File: config.mk
export PLATFORM = sky130hd
export DESIGN_NAME = evt_counter_top
export DESIGN_NICKNAME = d
export VERILOG_FILES = /design/src/rtl/evt_pkg.sv /design/src/rtl/evt_sync_edge.sv /design/src/rtl/evt_regs.sv /design/src/rtl/evt_ctl_fsm.sv /design/src/rtl/evt_capture.sv /design/src/rtl/evt_counter_top.sv
export SDC_FILE = /design/constraint.sdc
export NUM_CORES = 1
export LEC_CHECK = 0
export ABC_AREA = 0
export CAP_MARGIN = 30
export CORE_MARGIN = 1.5
export CORE_UTILIZATION = 55
export DETAILED_ROUTE_END_ITERATION = 10
export HOLD_SLACK_MARGIN = 0.06
export PLACE_DENSITY_LB_ADDON = 0.15
export SLEW_MARGIN = 20
export SYNTH_ARGS = -nofsm -noshare
export SYNTH_HDL_FRONTEND = slang
export SYNTH_SLANG_ARGS = --single-unit
File: constraint.sdc
create_clock -name clk -period 5 [get_ports clk]
set_input_delay 1.5 -clock clk [delete_from_list [all_inputs] [get_ports clk]]
set_output_delay 1.5 -clock clk [all_outputs]
set_load 0.005 [all_outputs]
File: src/rtl/evt_pkg.sv
package evt_pkg;

    typedef enum logic [1:0] {
        A_CTRL  = 2'd0,
        A_MATCH = 2'd1,
        A_CAPT  = 2'd2,
        A_COUNT = 2'd3
    } reg_addr_e;

    localparam int unsigned B_RUN   = 0;
    localparam int unsigned B_FALL  = 1;
    localparam int unsigned B_CAP   = 2;
    localparam int unsigned B_VALID = 3;

    typedef enum logic [1:0] {
        ST_IDLE  = 2'd0,
        ST_RUN   = 2'd1,
        ST_MATCH = 2'd2
    } run_state_e;

    typedef enum logic {
        CAP_OFF  = 1'b0,
        CAP_LIVE = 1'b1
    } cap_state_e;

    typedef struct packed {
        logic cap_en;
        logic fall_sel;
        logic run;
    } ctrl_t;

endpackage

File: src/rtl/evt_sync_edge.sv
module evt_sync_edge #(
    parameter int unsigned STAGES = 2
) (
    input  logic clk,
    input  logic rst,
    input  logic pin,
    output logic rise,
    output logic fall
);
    localparam int unsigned LAST = STAGES - 1;

    logic [STAGES-1:0] chain_q;
    logic              prev_q;
    logic              synced;

    always_ff @(posedge clk) begin
        if (rst) begin
            chain_q <= '0;
        end else begin
            chain_q[0] <= pin;
            for (int i = 1; i < STAGES; i++) begin
                chain_q[i] <= chain_q[i-1];
            end
        end
    end

    assign synced = chain_q[LAST];

    always_ff @(posedge clk) begin
        if (rst) prev_q <= 1'b0;
        else     prev_q <= synced;
    end

    assign rise = synced & ~prev_q;
    assign fall = ~synced & prev_q;

endmodule

File: src/rtl/evt_regs.sv
module evt_regs
    import evt_pkg::*;
#(
    parameter int unsigned CNT_W = 16
) (
    input  logic             clk,
    input  logic             rst,
    input  logic             wr_en,
    input  logic [1:0]       wr_addr,
    input  logic [CNT_W-1:0] wr_data,
    input  logic [1:0]       rd_addr,
    input  logic [CNT_W-1:0] cnt,
    input  logic [CNT_W-1:0] cap_val,
    input  logic             cap_valid,
    output ctrl_t            ctrl,
    output logic [CNT_W-1:0] match_val,
    output logic             start_req,
    output logic             stop_req,
    output logic [CNT_W-1:0] rd_data
);
    logic wr_ctrl;
    logic wr_match;

    assign wr_ctrl   = wr_en && (reg_addr_e'(wr_addr) == A_CTRL);
    assign wr_match  = wr_en && (reg_addr_e'(wr_addr) == A_MATCH);
    assign start_req = wr_ctrl && wr_data[B_RUN];
    assign stop_req  = wr_ctrl && !wr_data[B_RUN];

    always_ff @(posedge clk) begin
        if (rst) begin
            ctrl <= '0;
        end else if (wr_ctrl) begin
            ctrl.run      <= wr_data[B_RUN];
            ctrl.fall_sel <= wr_data[B_FALL];
            ctrl.cap_en   <= wr_data[B_CAP];
        end
    end

    always_ff @(posedge clk) begin
        if (rst)           match_val <= '0;
        else if (wr_match) match_val <= wr_data;
    end

    always_comb begin
        rd_data = '0;
        unique case (reg_addr_e'(rd_addr))
            A_CTRL: begin
                rd_data[B_RUN]   = ctrl.run;
                rd_data[B_FALL]  = ctrl.fall_sel;
                rd_data[B_CAP]   = ctrl.cap_en;
                rd_data[B_VALID] = cap_valid;
            end
            A_MATCH: rd_data = match_val;
            A_CAPT:  rd_data = cap_val;
            A_COUNT: rd_data = cnt;
        endcase
    end

endmodule

File: src/rtl/evt_ctl_fsm.sv
module evt_ctl_fsm
    import evt_pkg::*;
#(
    parameter int unsigned CNT_W = 16
) (
    input  logic             clk,
    input  logic             rst,
    input  logic             start_req,
    input  logic             stop_req,
    input  logic             cnt_edge,
    input  logic             cmp_edge,
    input  logic [CNT_W-1:0] match_val,
    output logic [CNT_W-1:0] cnt_q,
    output logic             irq,
    output logic             running
);
    localparam logic [CNT_W-1:0] ONE = CNT_W'(1);

    run_state_e       state_q;
    run_state_e       state_d;
    logic [CNT_W-1:0] cnt_d;
    logic             hit;

    assign hit = cmp_edge && (cnt_q == match_val);

    // state register
    always_ff @(posedge clk) begin
        if (rst) state_q <= ST_IDLE;
        else     state_q <= state_d;
    end

    // next state
    always_comb begin
        state_d = state_q;
        unique case (state_q)
            ST_IDLE: begin
                if (start_req) state_d = ST_RUN;
            end
            ST_RUN, ST_MATCH: begin
                if (stop_req) state_d = ST_IDLE;
                else if (hit) state_d = ST_MATCH;
                else          state_d = ST_RUN;
            end
            default: state_d = ST_IDLE;
        endcase
    end

    // counter datapath
    always_comb begin
        cnt_d = cnt_q;
        unique case (state_q)
            ST_IDLE: begin
                if (start_req) cnt_d = '0;
            end
            ST_RUN, ST_MATCH: begin
                if (stop_req)      cnt_d = cnt_q;
                else if (hit)      cnt_d = '0;
                else if (cnt_edge) cnt_d = cnt_q + ONE;
            end
            default: cnt_d = cnt_q;
        endcase
    end

    always_ff @(posedge clk) begin
        if (rst) cnt_q <= '0;
        else     cnt_q <= cnt_d;
    end

    // outputs
    always_comb begin
        irq     = 1'b0;
        running = 1'b0;
        unique case (state_q)
            ST_IDLE:  running = 1'b0;
            ST_RUN:   running = 1'b1;
            ST_MATCH: begin
                running = 1'b1;
                irq     = 1'b1;
            end
            default: running = 1'b0;
        endcase
    end

endmodule

File: src/rtl/evt_capture.sv
module evt_capture
    import evt_pkg::*;
#(
    parameter int unsigned CNT_W = 16
) (
    input  logic             clk,
    input  logic             rst,
    input  logic             active,
    input  logic [CNT_W-1:0] cnt,
    output logic [CNT_W-1:0] cap_q,
    output logic             valid
);
    cap_state_e state_q;
    cap_state_e state_d;

    always_ff @(posedge clk) begin
        if (rst) state_q <= CAP_OFF;
        else     state_q <= state_d;
    end

    always_comb begin
        state_d = state_q;
        unique case (state_q)
            CAP_OFF:  if (active)  state_d = CAP_LIVE;
            CAP_LIVE: if (!active) state_d = CAP_OFF;
            default:  state_d = CAP_OFF;
        endcase
    end

    always_ff @(posedge clk) begin
        if (rst)         cap_q <= '0;
        else if (active) cap_q <= cnt;
    end

    always_comb begin
        valid = (state_q == CAP_LIVE);
    end

endmodule

File: src/rtl/evt_counter_top.sv
module evt_counter_top
    import evt_pkg::*;
#(
    parameter int unsigned CNT_W       = 16,
    parameter int unsigned SYNC_STAGES = 2
) (
    input  logic             clk,
    input  logic             rst,
    input  logic             evt_in,
    input  logic             wr_en,
    input  logic [1:0]       wr_addr,
    input  logic [CNT_W-1:0] wr_data,
    input  logic [1:0]       rd_addr,
    output logic [CNT_W-1:0] rd_data,
    output logic             irq
);
    logic             rise_w;
    logic             fall_w;
    logic             cnt_edge_w;
    logic             cmp_edge_w;
    logic             start_req_w;
    logic             stop_req_w;
    logic             running_w;
    logic             cap_valid_w;
    logic             cap_active_w;
    logic [CNT_W-1:0] cnt_w;
    logic [CNT_W-1:0] cap_w;
    logic [CNT_W-1:0] match_w;
    ctrl_t            ctrl_w;

    evt_sync_edge #(.STAGES(SYNC_STAGES)) u_sync (
        .clk  (clk),
        .rst  (rst),
        .pin  (evt_in),
        .rise (rise_w),
        .fall (fall_w)
    );

    evt_regs #(.CNT_W(CNT_W)) u_regs (
        .clk       (clk),
        .rst       (rst),
        .wr_en     (wr_en),
        .wr_addr   (wr_addr),
        .wr_data   (wr_data),
        .rd_addr   (rd_addr),
        .cnt       (cnt_w),
        .cap_val   (cap_w),
        .cap_valid (cap_valid_w),
        .ctrl      (ctrl_w),
        .match_val (match_w),
        .start_req (start_req_w),
        .stop_req  (stop_req_w),
        .rd_data   (rd_data)
    );

    assign cnt_edge_w   = ctrl_w.fall_sel ? fall_w : rise_w;
    assign cmp_edge_w   = ctrl_w.fall_sel ? rise_w : fall_w;
    assign cap_active_w = running_w && ctrl_w.cap_en;

    evt_ctl_fsm #(.CNT_W(CNT_W)) u_fsm (
        .clk       (clk),
        .rst       (rst),
        .start_req (start_req_w),
        .stop_req  (stop_req_w),
        .cnt_edge  (cnt_edge_w),
        .cmp_edge  (cmp_edge_w),
        .match_val (match_w),
        .cnt_q     (cnt_w),
        .irq       (irq),
        .running   (running_w)
    );

    evt_capture #(.CNT_W(CNT_W)) u_cap (
        .clk    (clk),
        .rst    (rst),
        .active (cap_active_w),
        .cnt    (cnt_w),
        .cap_q  (cap_w),
        .valid  (cap_valid_w)
    );

endmodule

==> run_summary.xml, run 1 <==
<?xml version="1.0" encoding="UTF-8"?>
<metrics>
  <group name="critical_path">
    <metric name="critical_path_cell_count" unit="">6</metric>
    <metric name="crit_path_cell_trace" unit="">clkdlybuf4s50_1 -&gt; buf_12 -&gt; nor2b_1 -&gt; buf_4 -&gt; a22o_1 -&gt; clkdlybuf4s50_1</metric>
    <metric name="timing.critical_path.required" unit="ns">3.50</metric>
    <metric name="timing.critical_path.from_type" unit="">primary input</metric>
    <metric name="worst_path_dominant_cell_family" unit="">buffers and inverters</metric>
    <metric name="startpoint" unit="">rd_addr[0]</metric>
    <metric name="timing.critical_path.buf_inv" unit="">4</metric>
    <metric name="regToRegStartpoint" unit="">u_fsm.state_q[0]$_SDFFE_PP0P_</metric>
    <metric name="timing.critical_path.slowest_cell_delay" unit="ns">0.51</metric>
    <metric name="r2r_cells" unit="">8</metric>
    <metric name="timing_worst_setup_path_type" unit="">primary input to output port</metric>
    <metric name="worstPathMaxFanout" unit="">17</metric>
    <metric name="timing.critical_path.arrival" unit="ns">3.22</metric>
    <metric name="worstSetupEndpointType" unit="">output port</metric>
    <metric name="worst_path_most_repeated_cell" unit="">sky130_fd_sc_hd__clkdlybuf4s50_1</metric>
    <metric name="critical_path.slowest_cell" unit="">sky130_fd_sc_hd__clkdlybuf4s50_1</metric>
  </group>
  <group name="timing">
    <metric name="fmax" unit="MHz">212</metric>
    <metric name="final.period_utilization" unit="%">94.4</metric>
    <metric name="timing.setup.tns" unit="ns">0</metric>
    <metric name="final_report_max_slew_violation_count" unit="">0</metric>
    <metric name="worst-slew-pin-transition" unit="ns">0.655</metric>
    <metric name="layout_min_cycle_time" unit="ns">4.72</metric>
    <metric name="hold_ws" unit="ns">0.440</metric>
    <metric name="finalClockSkew" unit="ns">0.00876</metric>
    <metric name="relSlewSlack" unit="%">56.3</metric>
    <metric name="final_setup_vio_count" unit="">0</metric>
    <metric name="rsz0062_at_grt" unit="">no</metric>
    <metric name="hold_viol_final" unit="">0</metric>
  </group>
  <group name="clock_network">
    <metric name="cts-root-buf" unit="">sky130_fd_sc_hd__clkbuf_8</metric>
    <metric name="clock_sink_count" unit="">57</metric>
    <metric name="cts_made_buffers" unit="">9</metric>
    <metric name="clock_tree_from_tritoncts" unit="">built</metric>
    <metric name="post_cts.resized_instances" unit="">0</metric>
    <metric name="cts_htree_levels" unit="">3</metric>
    <metric name="post-cts-setup-buffers" unit="">0</metric>
    <metric name="clkLatencyLatePin" unit="ns">0.34</metric>
    <metric name="post_cts_hold_buffer_count" unit="">0</metric>
    <metric name="clock_path_buffers" unit="">2</metric>
    <metric name="clk_transition_reported_paths" unit="ns">0.07</metric>
  </group>
  <group name="logic_synthesis">
    <metric name="synth_cells" unit="">342</metric>
    <metric name="yosys-mux-area-fraction" unit="%">8.58</metric>
    <metric name="synth-async-reset-ratio" unit="%">0</metric>
    <metric name="synth_xor_area_share" unit="%">5.30</metric>
    <metric name="yosys.area_share.adder" unit="%">1.68</metric>
    <metric name="synth-simple-area-share" unit="%">23.4</metric>
    <metric name="ys_seq_area_share" unit="%">38.3</metric>
    <metric name="syn-num-nets" unit="">370</metric>
    <metric name="ys_ff_latch" unit="">57</metric>
    <metric name="synth_compound_area_share" unit="%">18.2</metric>
    <metric name="yosys-top-cells-area" unit="">sky130_fd_sc_hd__dfxtp_1, sky130_fd_sc_hd__nand2_1, sky130_fd_sc_hd__a21oi_1</metric>
    <metric name="synth_area_leader_cell" unit="">sky130_fd_sc_hd__dfxtp_1</metric>
    <metric name="synth_top_flop_cell" unit="">sky130_fd_sc_hd__dfxtp_1</metric>
    <metric name="synth_cell_types" unit="">48</metric>
    <metric name="netlist.area_leader.share" unit="%">38.3</metric>
    <metric name="synth_area_per_cell" unit="um2">8.70</metric>
    <metric name="synth_edf_count" unit="">0</metric>
    <metric name="synthesis.yosys.warnings" unit="">0</metric>
    <metric name="post_synth_instance_area" unit="um2">2980</metric>
    <metric name="synth_top_family_by_area" unit="">simple AND/OR/NAND/NOR gates</metric>
  </group>
  <group name="die">
    <metric name="top_level_ports" unit="">41</metric>
    <metric name="core_area" unit="um2">5170</metric>
    <metric name="std_cell_rows" unit="">26</metric>
    <metric name="die_y" unit="um">76.6</metric>
    <metric name="die_area" unit="um2">5860</metric>
    <metric name="floorplan.initialDensity" unit="%">57.5</metric>
    <metric name="die_width" unit="um">76.6</metric>
  </group>
  <group name="grt">
    <metric name="groute.layer.met2.usage" unit="%">39.4</metric>
    <metric name="grt_antenna_before_repair" unit="">0</metric>
    <metric name="routing_layer_with_the_top_usage_in_global_route" unit="">met2</metric>
    <metric name="gr-usage-met1" unit="%">35.1</metric>
    <metric name="largest_net_degree_at_the_start_of_global_routing" unit="">45</metric>
    <metric name="grt_first_pass_wirelength" unit="mm">11.7</metric>
    <metric name="overflow" unit="">0</metric>
    <metric name="grt_pass1_vias" unit="">2344</metric>
    <metric name="globalRouteMet3Util" unit="%">8.02</metric>
    <metric name="all_layer_gr_usage" unit="%">25.6</metric>
  </group>
  <group name="run_status">
    <metric name="outcome" unit="">completed</metric>
  </group>
  <group name="layout">
    <metric name="layout.core_utilization" unit="%">68.9</metric>
    <metric name="post_layout_nonfiller_instances" unit="">445</metric>
    <metric name="syn2layout_area_growth" unit="%">19.7</metric>
    <metric name="design.final.nets" unit="">399</metric>
    <metric name="diodes" unit="">0</metric>
    <metric name="most_common_cell_after_layout_fill_and_taps_aside" unit="">sky130_fd_sc_hd__nand2_1</metric>
    <metric name="final_layout_size_suffix_gt1_share" unit="%">12.0</metric>
    <metric name="layout.cells.most_common_list" unit="">sky130_fd_sc_hd__nand2_1, sky130_fd_sc_hd__dfxtp_1, sky130_fd_sc_hd__clkdlybuf4s50_1, sky130_fd_sc_hd__a21oi_1, sky130_fd_sc_hd__xnor2_1</metric>
  </group>
  <group name="detailed_routing">
    <metric name="drt_pass1_iterations" unit="">4</metric>
    <metric name="antenna_violating_nets_post_route" unit="">0</metric>
    <metric name="wl_per_cell" unit="um">15.7</metric>
    <metric name="routed_via_density" unit="">5.76</metric>
    <metric name="first_iter_violations" unit="">175</metric>
    <metric name="residual_drc" unit="">0</metric>
    <metric name="dr_total_vias" unit="">2562</metric>
    <metric name="wl" unit="mm">7.00</metric>
  </group>
  <group name="power">
    <metric name="power_density" unit="nW/um2">269</metric>
    <metric name="report.power.total" unit="uW">958</metric>
    <metric name="cellLeakagePower" unit="uW">0.00122</metric>
    <metric name="peakVddDrop" unit="mV">0.193</metric>
  </group>
  <group name="place">
    <metric name="detailedPlacementHpwl" unit="mm">4.83</metric>
    <metric name="port-buffer-count" unit="">40</metric>
    <metric name="placed_cells" unit="">430</metric>
    <metric name="place.gp.congestion" unit="">0.861</metric>
  </group>
  <group name="min_path">
    <metric name="hold_path.class" unit="">flip-flop to flip-flop</metric>
    <metric name="hold_path.startpoint" unit="">u_sync.chain_q[0]$_SDFF_PP0_</metric>
    <metric name="count_of_cells_along_the_worst_hold_path" unit="">1</metric>
  </group>
  <group name="run">
    <metric name="reported_max_cap_violation_count" unit="">0</metric>
  </group>
</metrics>
[sequential cells by signal, indices dropped and copies added, names as in the netlist]
| signal | flops |
|---|---|
| u_fsm.state_q | 2 |
| u_sync.prev_q | 1 |
| u_regs.ctrl | 3 |
| u_cap.cap_q | 16 |
| u_regs.match_val | 16 |
| u_fsm.cnt_q | 16 |
| u_cap.valid | 1 |
| u_sync.chain_q | 2 |
[worst register-to-register path, stage by stage, from the launching register on]
cell                       delay (ns)
sky130_fd_sc_hd__dfxtp_1         0.36
sky130_fd_sc_hd__inv_1           0.07
sky130_fd_sc_hd__ha_1            0.42
sky130_fd_sc_hd__and4bb_1        0.28
sky130_fd_sc_hd__o22ai_4         0.14
sky130_fd_sc_hd__a21o_1          0.23
sky130_fd_sc_hd__a31oi_4         0.37
sky130_fd_sc_hd__o211ai_1        0.17
sky130_fd_sc_hd__o31ai_1         0.10
[final timing paths]
| check | slack, ns | to |
|---|---|---|
| hold reg to reg | 0.44 | u_sync.chain_q[1]$_SDFF_PP0_ |
| hold / removal | 0.44 | u_sync.chain_q[1]$_SDFF_PP0_ |
| setup / recovery | 0.28 | rd_data[12] |
| setup reg to reg | 2.76 | u_fsm.cnt_q[4]$_SDFFE_PP0P_ |
[layer usage]
metal  part of all wire [%]  up-vias
li1                       -     1261
met1                     46     1213
met2                     46       80
met3                    6.0        8
met4                    1.2        0
met5                      0        -
[cell type report]
cell class	instances	area [um2]
multi-input cells	255	1700
repair buffers	44	443
fillers	415	1610
well taps	70	87.6
flip-flops and latches	57	1140
inverters	4	15.0
clock inverters	4	45.0
clock buffers	11	131
[synth_stat cells (2+ instances only)]
library cell	instances
sky130_fd_sc_hd__o211ai_1	9
sky130_fd_sc_hd__or2_2	2
sky130_fd_sc_hd__and2_1	4
sky130_fd_sc_hd__a21oi_1	35
sky130_fd_sc_hd__o21a_1	2
sky130_fd_sc_hd__inv_1	4
sky130_fd_sc_hd__mux4_2	4
sky130_fd_sc_hd__nand4_1	9
sky130_fd_sc_hd__ha_1	4
sky130_fd_sc_hd__clkbuf_1	18
sky130_fd_sc_hd__xnor2_1	18
sky130_fd_sc_hd__nand3b_1	5
sky130_fd_sc_hd__o21ai_0	3
sky130_fd_sc_hd__and3_1	5
sky130_fd_sc_hd__buf_2	6
sky130_fd_sc_hd__mux2_2	12
sky130_fd_sc_hd__a21o_1	2
sky130_fd_sc_hd__dfxtp_1	57
sky130_fd_sc_hd__mux2i_1	3
sky130_fd_sc_hd__o31ai_1	8
sky130_fd_sc_hd__nor2_1	4
sky130_fd_sc_hd__nor2b_1	5
sky130_fd_sc_hd__nand2_1	74
sky130_fd_sc_hd__buf_6	2
sky130_fd_sc_hd__a22o_1	12
sky130_fd_sc_hd__nand3_1	9
sky130_fd_sc_hd__nand2b_1	5
[power by group]
| part | switching (uW) | internal, uW |
|---|---|---|
| clock network | 183 | 225 |
| registers | 6.97 | 461 |
| logic | 40.9 | 42.1 |
[metrics by stage]
stage | worst slack (ns) | cell area [um2]
global route | 0.198 | 3560
finish | 0.278 | 3560
global placement | 0.313 | 3390
CTS | 0.276 | 3560
floorplan | 0.775 | 2980
detailed placement | 0.307 | 3390
[kinds of logic (layout without fill, tap and decap cells)]
| family | Yosys count | after routing |
|---|---|---|
| flops | 57 | 57 |
| xor+xnor | 18 | 18 |
| fa+ha+maj | 4 | 4 |
| simple gates | 135 | 135 |
| compound gates | 79 | 79 |
| mux | 19 | 19 |
| buf+inv | 30 | 63 |
No activity file was read; power rests on OpenSTA's default activity.
==> run 2: changes to the inputs <==
--- a/config.mk
+++ b/config.mk
@@ -7,7 +7,7 @@
 export LEC_CHECK = 0
 export ABC_AREA = 0
 export CAP_MARGIN = 30
-export CORE_MARGIN = 1.5
+export CORE_MARGIN = 2
 export CORE_UTILIZATION = 55
 export DETAILED_ROUTE_END_ITERATION = 10
 export HOLD_SLACK_MARGIN = 0.06
==> run_summary.xml, run 2 (synthesized netlist as in run 1, its figures left out) <==
<?xml version="1.0" encoding="UTF-8"?>
<metrics>
  <group name="timing">
    <metric name="hold_viol_final" unit="">0</metric>
    <metric name="worst-slew-pin-transition" unit="ns">0.671</metric>
    <metric name="fmax" unit="MHz">213</metric>
    <metric name="rsz0062_at_grt" unit="">no</metric>
    <metric name="finalClockSkew" unit="ns">0.00709</metric>
    <metric name="layout_min_cycle_time" unit="ns">4.71</metric>
    <metric name="timing.setup.tns" unit="ns">0</metric>
    <metric name="relSlewSlack" unit="%">55.3</metric>
    <metric name="final_report_max_slew_violation_count" unit="">0</metric>
    <metric name="setup_slack" unit="ns">0.295</metric>
    <metric name="final_setup_vio_count" unit="">0</metric>
    <metric name="final.period_utilization" unit="%">94.1</metric>
  </group>
  <group name="place">
    <metric name="detailedPlacementHpwl" unit="mm">5.16</metric>
    <metric name="port-buffer-count" unit="">40</metric>
    <metric name="place.gp.congestion" unit="">0.878</metric>
    <metric name="post-place-ws" unit="ns">0.305</metric>
  </group>
  <group name="die">
    <metric name="die_width" unit="um">77.6</metric>
    <metric name="top_level_ports" unit="">41</metric>
    <metric name="std_cell_rows" unit="">26</metric>
    <metric name="floorplan.initialDensity" unit="%">57.5</metric>
    <metric name="core_area" unit="um2">5170</metric>
    <metric name="die_y" unit="um">77.6</metric>
    <metric name="die_area" unit="um2">6020</metric>
  </group>
  <group name="layout">
    <metric name="diodes" unit="">0</metric>
    <metric name="final_layout_size_suffix_gt1_share" unit="%">12.8</metric>
    <metric name="num-fill-cells" unit="">420</metric>
    <metric name="most_common_cell_after_layout_fill_and_taps_aside" unit="">sky130_fd_sc_hd__nand2_1</metric>
    <metric name="design.final.nets" unit="">399</metric>
    <metric name="seqCellArea" unit="um2">1140</metric>
    <metric name="layout.cells.most_common_list" unit="">sky130_fd_sc_hd__nand2_1, sky130_fd_sc_hd__dfxtp_1, sky130_fd_sc_hd__clkdlybuf4s50_1, sky130_fd_sc_hd__a21oi_1, sky130_fd_sc_hd__xnor2_1</metric>
    <metric name="biggestRegsByFlops" unit="">u_cap.cap_q x16, u_fsm.cnt_q x16, u_regs.match_val x16</metric>
    <metric name="layout.core_utilization" unit="%">69.0</metric>
    <metric name="multiInputGateArea" unit="um2">1700</metric>
    <metric name="syn2layout_area_growth" unit="%">19.9</metric>
  </group>
  <group name="critical_path">
    <metric name="timing.critical_path.from_type" unit="">primary input</metric>
    <metric name="worstSetupEndpointType" unit="">output port</metric>
    <metric name="timing.critical_path.arrival" unit="ns">3.21</metric>
    <metric name="worst_reg_to_reg_setup_slack" unit="ns">2.72</metric>
    <metric name="critical_path.reg2reg.endpoint" unit="">u_fsm.cnt_q[15]$_SDFFE_PP0P_</metric>
    <metric name="r2r_cells" unit="">8</metric>
    <metric name="regToRegStartpoint" unit="">u_fsm.state_q[0]$_SDFFE_PP0P_</metric>
    <metric name="worstPathMaxFanout" unit="">17</metric>
    <metric name="timing.critical_path.required" unit="ns">3.50</metric>
    <metric name="timing_worst_setup_path_type" unit="">primary input to output port</metric>
  </group>
  <group name="power">
    <metric name="power_density" unit="nW/um2">264</metric>
    <metric name="cellLeakagePower" unit="uW">0.00120</metric>
    <metric name="peakVddDrop" unit="mV">0.176</metric>
  </group>
  <group name="clock_network">
    <metric name="cts-root-buf" unit="">sky130_fd_sc_hd__clkbuf_8</metric>
    <metric name="clock_tree_from_tritoncts" unit="">built</metric>
    <metric name="cts_made_buffers" unit="">9</metric>
    <metric name="cts_htree_levels" unit="">3</metric>
    <metric name="clkLatencyLatePin" unit="ns">0.34</metric>
    <metric name="post_cts.resized_instances" unit="">0</metric>
    <metric name="clock_sink_count" unit="">57</metric>
    <metric name="clock_path_buffers" unit="">2</metric>
    <metric name="clk_transition_reported_paths" unit="ns">0.07</metric>
    <metric name="post_cts_hold_buffer_count" unit="">0</metric>
    <metric name="post-cts-setup-buffers" unit="">0</metric>
  </group>
  <group name="detailed_routing">
    <metric name="antenna_violating_nets_post_route" unit="">0</metric>
    <metric name="dr_total_vias" unit="">2574</metric>
    <metric name="residual_drc" unit="">0</metric>
    <metric name="first_iter_violations" unit="">226</metric>
    <metric name="wl_per_cell" unit="um">16.4</metric>
    <metric name="routed_via_density" unit="">5.77</metric>
    <metric name="wl" unit="mm">7.33</metric>
    <metric name="drt_pass1_iterations" unit="">4</metric>
  </group>
  <group name="min_path">
    <metric name="timing.hold.worst_endpoint" unit="">u_sync.chain_q[1]$_SDFF_PP0_</metric>
    <metric name="hold_path.startpoint" unit="">u_sync.chain_q[0]$_SDFF_PP0_</metric>
    <metric name="count_of_cells_along_the_worst_hold_path" unit="">1</metric>
    <metric name="hold_path.class" unit="">flip-flop to flip-flop</metric>
  </group>
  <group name="grt">
    <metric name="grt_pass1_vias" unit="">2543</metric>
    <metric name="grt_antenna_before_repair" unit="">0</metric>
    <metric name="overflow" unit="">0</metric>
    <metric name="all_layer_gr_usage" unit="%">26.1</metric>
    <metric name="grt_first_pass_wirelength" unit="mm">12.2</metric>
    <metric name="largest_net_degree_at_the_start_of_global_routing" unit="">39</metric>
  </group>
  <group name="run_status">
    <metric name="outcome" unit="">completed</metric>
  </group>
  <group name="run">
    <metric name="reported_max_cap_violation_count" unit="">0</metric>
  </group>
</metrics>
-- run 2: worst max-delay path by stage --
| stage | to | slack [ns] | cells past startpoint | from |
|---|---|---|---|---|
| finish | rd_data[4] | 0.29 | 6 | rd_addr[0] |
| global route | rd_data[4] | 0.22 | 6 | rd_addr[0] |
| CTS | rd_data[12] | 0.31 | 6 | rd_addr[0] |
| detailed placement | rd_data[12] | 0.30 | 6 | rd_addr[0] |
| global placement | rd_data[4] | 0.31 | 6 | rd_addr[0] |
| floorplan | rd_data[10] | 0.77 | 4 | rd_addr[0] |
-- run 2: layer usage --
metal	track usage [%]	up-vias	share of wire, %
met2	41.7	88	46
li1	-	1260	-
met4	8.75	0	1.6
met5	0	-	0
met1	34.0	1215	45
met3	7.44	11	6.9
-- run 2: area by class of cell --
| type | instances | share of cell area [%] |
|---|---|---|
| Tap cell | 70 | 2.45 |
| Sequential cell | 57 | 32.0 |
| Clock buffer | 10 | 3.86 |
| Timing Repair Buffer | 44 | 12.4 |
| Clock inverter | 6 | 1.23 |
| Inverter | 4 | 0.421 |
| Multi-Input combinational cell | 255 | 47.7 |
-- run 2: power by group --
group | switching, uW | total (uW) | internal, uW
sequential | 7.08 | 467 | 460
combinational | 42.2 | 84.3 | 42.1
clock | 197 | 389 | 192
-- run 2: worst max-delay path: stages --
cell and delay [ns]:
sky130_fd_sc_hd__clkdlybuf4s50_1 0.51, sky130_fd_sc_hd__buf_12 0.17, sky130_fd_sc_hd__nor2b_1 0.14, sky130_fd_sc_hd__buf_4 0.20
sky130_fd_sc_hd__a22o_1 0.18, sky130_fd_sc_hd__clkdlybuf4s50_1 0.51
-- run 2: through the flow --
step,power (uW),std cells,hold WS [ns],area (um2)
final,941,446,0.443,3570
after global routing,972,446,0.478,3570
after CTS,943,446,0.449,3570
after detailed placement,562,430,0.435,3390
after global placement,560,430,0.437,3390
after floorplan,524,342,0.414,2980
==> run 3: changes to the inputs <==
--- a/config.mk
+++ b/config.mk
@@ -5,10 +5,9 @@
 export SDC_FILE = /design/constraint.sdc
 export NUM_CORES = 1
 export LEC_CHECK = 0
-export ABC_AREA = 0
 export CAP_MARGIN = 30
 export CORE_MARGIN = 2
-export CORE_UTILIZATION = 55
+export CORE_UTILIZATION = 50
 export DETAILED_ROUTE_END_ITERATION = 10
 export HOLD_SLACK_MARGIN = 0.06
 export PLACE_DENSITY_LB_ADDON = 0.15
@@ -16,3 +15,4 @@
 export SYNTH_ARGS = -nofsm -noshare
 export SYNTH_HDL_FRONTEND = slang
 export SYNTH_SLANG_ARGS = --single-unit
+export TNS_END_PERCENT = 20
==> run_summary.xml, run 3 (synthesized netlist as in run 1, its figures left out) <==
<?xml version="1.0" encoding="UTF-8"?>
<metrics>
  <group name="run_status">
    <metric name="outcome" unit="">completed</metric>
  </group>
  <group name="detailed_routing">
    <metric name="residual_drc" unit="">0</metric>
    <metric name="wl_per_cell" unit="um">15.7</metric>
    <metric name="antenna_violating_nets_post_route" unit="">0</metric>
    <metric name="first_iter_violations" unit="">124</metric>
    <metric name="routed_via_density" unit="">5.63</metric>
    <metric name="wl" unit="mm">7.10</metric>
    <metric name="dr_total_vias" unit="">2537</metric>
    <metric name="drt_pass1_iterations" unit="">4</metric>
  </group>
  <group name="grt">
    <metric name="all_layer_gr_usage" unit="%">22.9</metric>
    <metric name="grt_pass1_vias" unit="">2233</metric>
    <metric name="largest_net_degree_at_the_start_of_global_routing" unit="">45</metric>
    <metric name="grt_first_pass_wirelength" unit="mm">11.3</metric>
    <metric name="grt_antenna_before_repair" unit="">0</metric>
    <metric name="overflow" unit="">0</metric>
  </group>
  <group name="layout">
    <metric name="layout.core_utilization" unit="%">61.5</metric>
    <metric name="multiInputGateArea" unit="um2">1700</metric>
    <metric name="final_layout_size_suffix_gt1_share" unit="%">12.2</metric>
    <metric name="diodes" unit="">0</metric>
    <metric name="syn2layout_area_growth" unit="%">20.9</metric>
    <metric name="most_common_cell_after_layout_fill_and_taps_aside" unit="">sky130_fd_sc_hd__nand2_1</metric>
    <metric name="num-fill-cells" unit="">505</metric>
    <metric name="design.final.nets" unit="">400</metric>
    <metric name="seqCellArea" unit="um2">1140</metric>
    <metric name="layout.cells.most_common_list" unit="">sky130_fd_sc_hd__nand2_1, sky130_fd_sc_hd__dfxtp_1, sky130_fd_sc_hd__clkdlybuf4s50_1, sky130_fd_sc_hd__a21oi_1, sky130_fd_sc_hd__xnor2_1</metric>
    <metric name="biggestRegsByFlops" unit="">u_cap.cap_q x16, u_fsm.cnt_q x16, u_regs.match_val x16</metric>
  </group>
  <group name="die">
    <metric name="std_cell_rows" unit="">28</metric>
    <metric name="core_area" unit="um2">5850</metric>
    <metric name="top_level_ports" unit="">41</metric>
    <metric name="die_width" unit="um">81.2</metric>
    <metric name="floorplan.initialDensity" unit="%">50.9</metric>
    <metric name="die_y" unit="um">81.2</metric>
    <metric name="die_area" unit="um2">6590</metric>
  </group>
  <group name="clock_network">
    <metric name="clock_path_buffers" unit="">2</metric>
    <metric name="post_cts_hold_buffer_count" unit="">0</metric>
    <metric name="cts-root-buf" unit="">sky130_fd_sc_hd__clkbuf_8</metric>
    <metric name="cts_made_buffers" unit="">9</metric>
    <metric name="clock_tree_from_tritoncts" unit="">built</metric>
    <metric name="post-cts-setup-buffers" unit="">0</metric>
    <metric name="clk_transition_reported_paths" unit="ns">0.06</metric>
    <metric name="clkLatencyLatePin" unit="ns">0.33</metric>
    <metric name="cts_htree_levels" unit="">3</metric>
    <metric name="clock_sink_count" unit="">57</metric>
    <metric name="post_cts.resized_instances" unit="">0</metric>
  </group>
  <group name="critical_path">
    <metric name="worstPathMaxFanout" unit="">17</metric>
    <metric name="worstSetupEndpointType" unit="">output port</metric>
    <metric name="critical_path.reg2reg.endpoint" unit="">u_fsm.cnt_q[15]$_SDFFE_PP0P_</metric>
    <metric name="worst_reg_to_reg_setup_slack" unit="ns">2.71</metric>
    <metric name="startpoint" unit="">rd_addr[0]</metric>
    <metric name="cp-endpoint" unit="">rd_data[13]</metric>
    <metric name="r2r_cells" unit="">8</metric>
    <metric name="timing.critical_path.from_type" unit="">primary input</metric>
    <metric name="regToRegStartpoint" unit="">u_fsm.state_q[1]$_SDFFE_PP0P_</metric>
    <metric name="timing_worst_setup_path_type" unit="">primary input to output port</metric>
    <metric name="timing.critical_path.arrival" unit="ns">3.28</metric>
    <metric name="timing.critical_path.required" unit="ns">3.50</metric>
  </group>
  <group name="min_path">
    <metric name="hold_path.class" unit="">flip-flop to flip-flop</metric>
  </group>
  <group name="timing">
    <metric name="hold_viol_final" unit="">0</metric>
    <metric name="rsz0062_at_grt" unit="">no</metric>
    <metric name="timing.setup.tns" unit="ns">0</metric>
    <metric name="fmax" unit="MHz">209</metric>
    <metric name="final_setup_vio_count" unit="">0</metric>
    <metric name="finalClockSkew" unit="ns">0.00669</metric>
    <metric name="final_report_max_slew_violation_count" unit="">0</metric>
    <metric name="layout_min_cycle_time" unit="ns">4.78</metric>
    <metric name="worst-slew-pin-transition" unit="ns">0.632</metric>
    <metric name="final.period_utilization" unit="%">95.7</metric>
    <metric name="relSlewSlack" unit="%">57.9</metric>
  </group>
  <group name="power">
    <metric name="cellLeakagePower" unit="uW">0.00123</metric>
    <metric name="peakVddDrop" unit="mV">0.161</metric>
    <metric name="power_density" unit="nW/um2">283</metric>
  </group>
  <group name="place">
    <metric name="port-buffer-count" unit="">40</metric>
    <metric name="detailedPlacementHpwl" unit="mm">5.11</metric>
    <metric name="place.gp.congestion" unit="">0.802</metric>
  </group>
  <group name="run">
    <metric name="reported_max_cap_violation_count" unit="">0</metric>
  </group>
</metrics>
==> run 3: changes by cell type in the layout (fill, tap and decap cells not counted) <==
cell                         delta
sky130_fd_sc_hd__buf_4          +2
sky130_fd_sc_hd__clkbuf_1       +2
sky130_fd_sc_hd__clkinv_4       -1
sky130_fd_sc_hd__buf_12         -1
sky130_fd_sc_hd__clkinvlp_4     -4
sky130_fd_sc_hd__bufinv_16      +2
==> run 3: worst min-delay path by stage <==
stage | slack, ns | endpoint | start | cells past startpoint
floorplan | 0.41 | u_sync.chain_q[1]$_SDFF_PP0_ | u_sync.chain_q[0]$_SDFF_PP0_ | 1
global placement | 0.42 | u_sync.chain_q[1]$_SDFF_PP0_ | u_sync.chain_q[0]$_SDFF_PP0_ | 1
detailed placement | 0.45 | u_cap.cap_q[2]$_SDFFE_PP0P_ | u_cap.cap_q[2]$_SDFFE_PP0P_ | 2
CTS | 0.46 | u_cap.cap_q[2]$_SDFFE_PP0P_ | u_cap.cap_q[2]$_SDFFE_PP0P_ | 2
global route | 0.47 | u_cap.cap_q[2]$_SDFFE_PP0P_ | u_cap.cap_q[2]$_SDFFE_PP0P_ | 2
finish | 0.45 | u_cap.cap_q[4]$_SDFFE_PP0P_ | u_cap.cap_q[4]$_SDFFE_PP0P_ | 2
==> run 3: cell type report <==
type / instances / area share (%)
Multi-Input combinational cell: 255 / 47.3
Tap cell: 75 / 2.61
Sequential cell: 57 / 31.7
Inverter: 4 / 0.417
Clock buffer: 12 / 4.03
Timing Repair Buffer: 45 / 12.2
Clock inverter: 3 / 1.81
==> run 3: report_power, final <==
part | switching [uW] | total, uW | internal, uW
sequential | 7.09 | 468 | 461
combinational | 40.7 | 82.2 | 41.5
clock | 177 | 468 | 291
==> run 3: critical path, cell delays in order <==
cell,delay (ns)
sky130_fd_sc_hd__clkdlybuf4s50_1,0.45
sky130_fd_sc_hd__buf_4,0.24
sky130_fd_sc_hd__nor2b_1,0.22
sky130_fd_sc_hd__buf_4,0.18
sky130_fd_sc_hd__a22o_1,0.17
sky130_fd_sc_hd__clkdlybuf4s50_1,0.51
==> run 3: metal layers <==
layer  global-route usage, %  vias to the layer above  share of wire, %
met1                    32.7                     1196                47
met3                    5.00                        8               6.0
met4                    8.31                        0               1.2
met5                       0                        -                 0
met2                    34.0                       65                46
li1                        -                     1268                 -
==> run 3: stage by stage <==
step	setup WS, ns	total power (uW)	hold slack (ns)	instance area, um2	std cells
3_5_place_dp	0.233	560	0.448	3390	436
5_1_grt	0.0868	1050	0.473	3600	451
3_3_place_gp	0.248	559	0.417	3390	436
6_report	0.217	1020	0.454	3600	451
4_1_cts	0.220	1020	0.456	3600	451
2_1_floorplan	0.775	524	0.414	2980	342
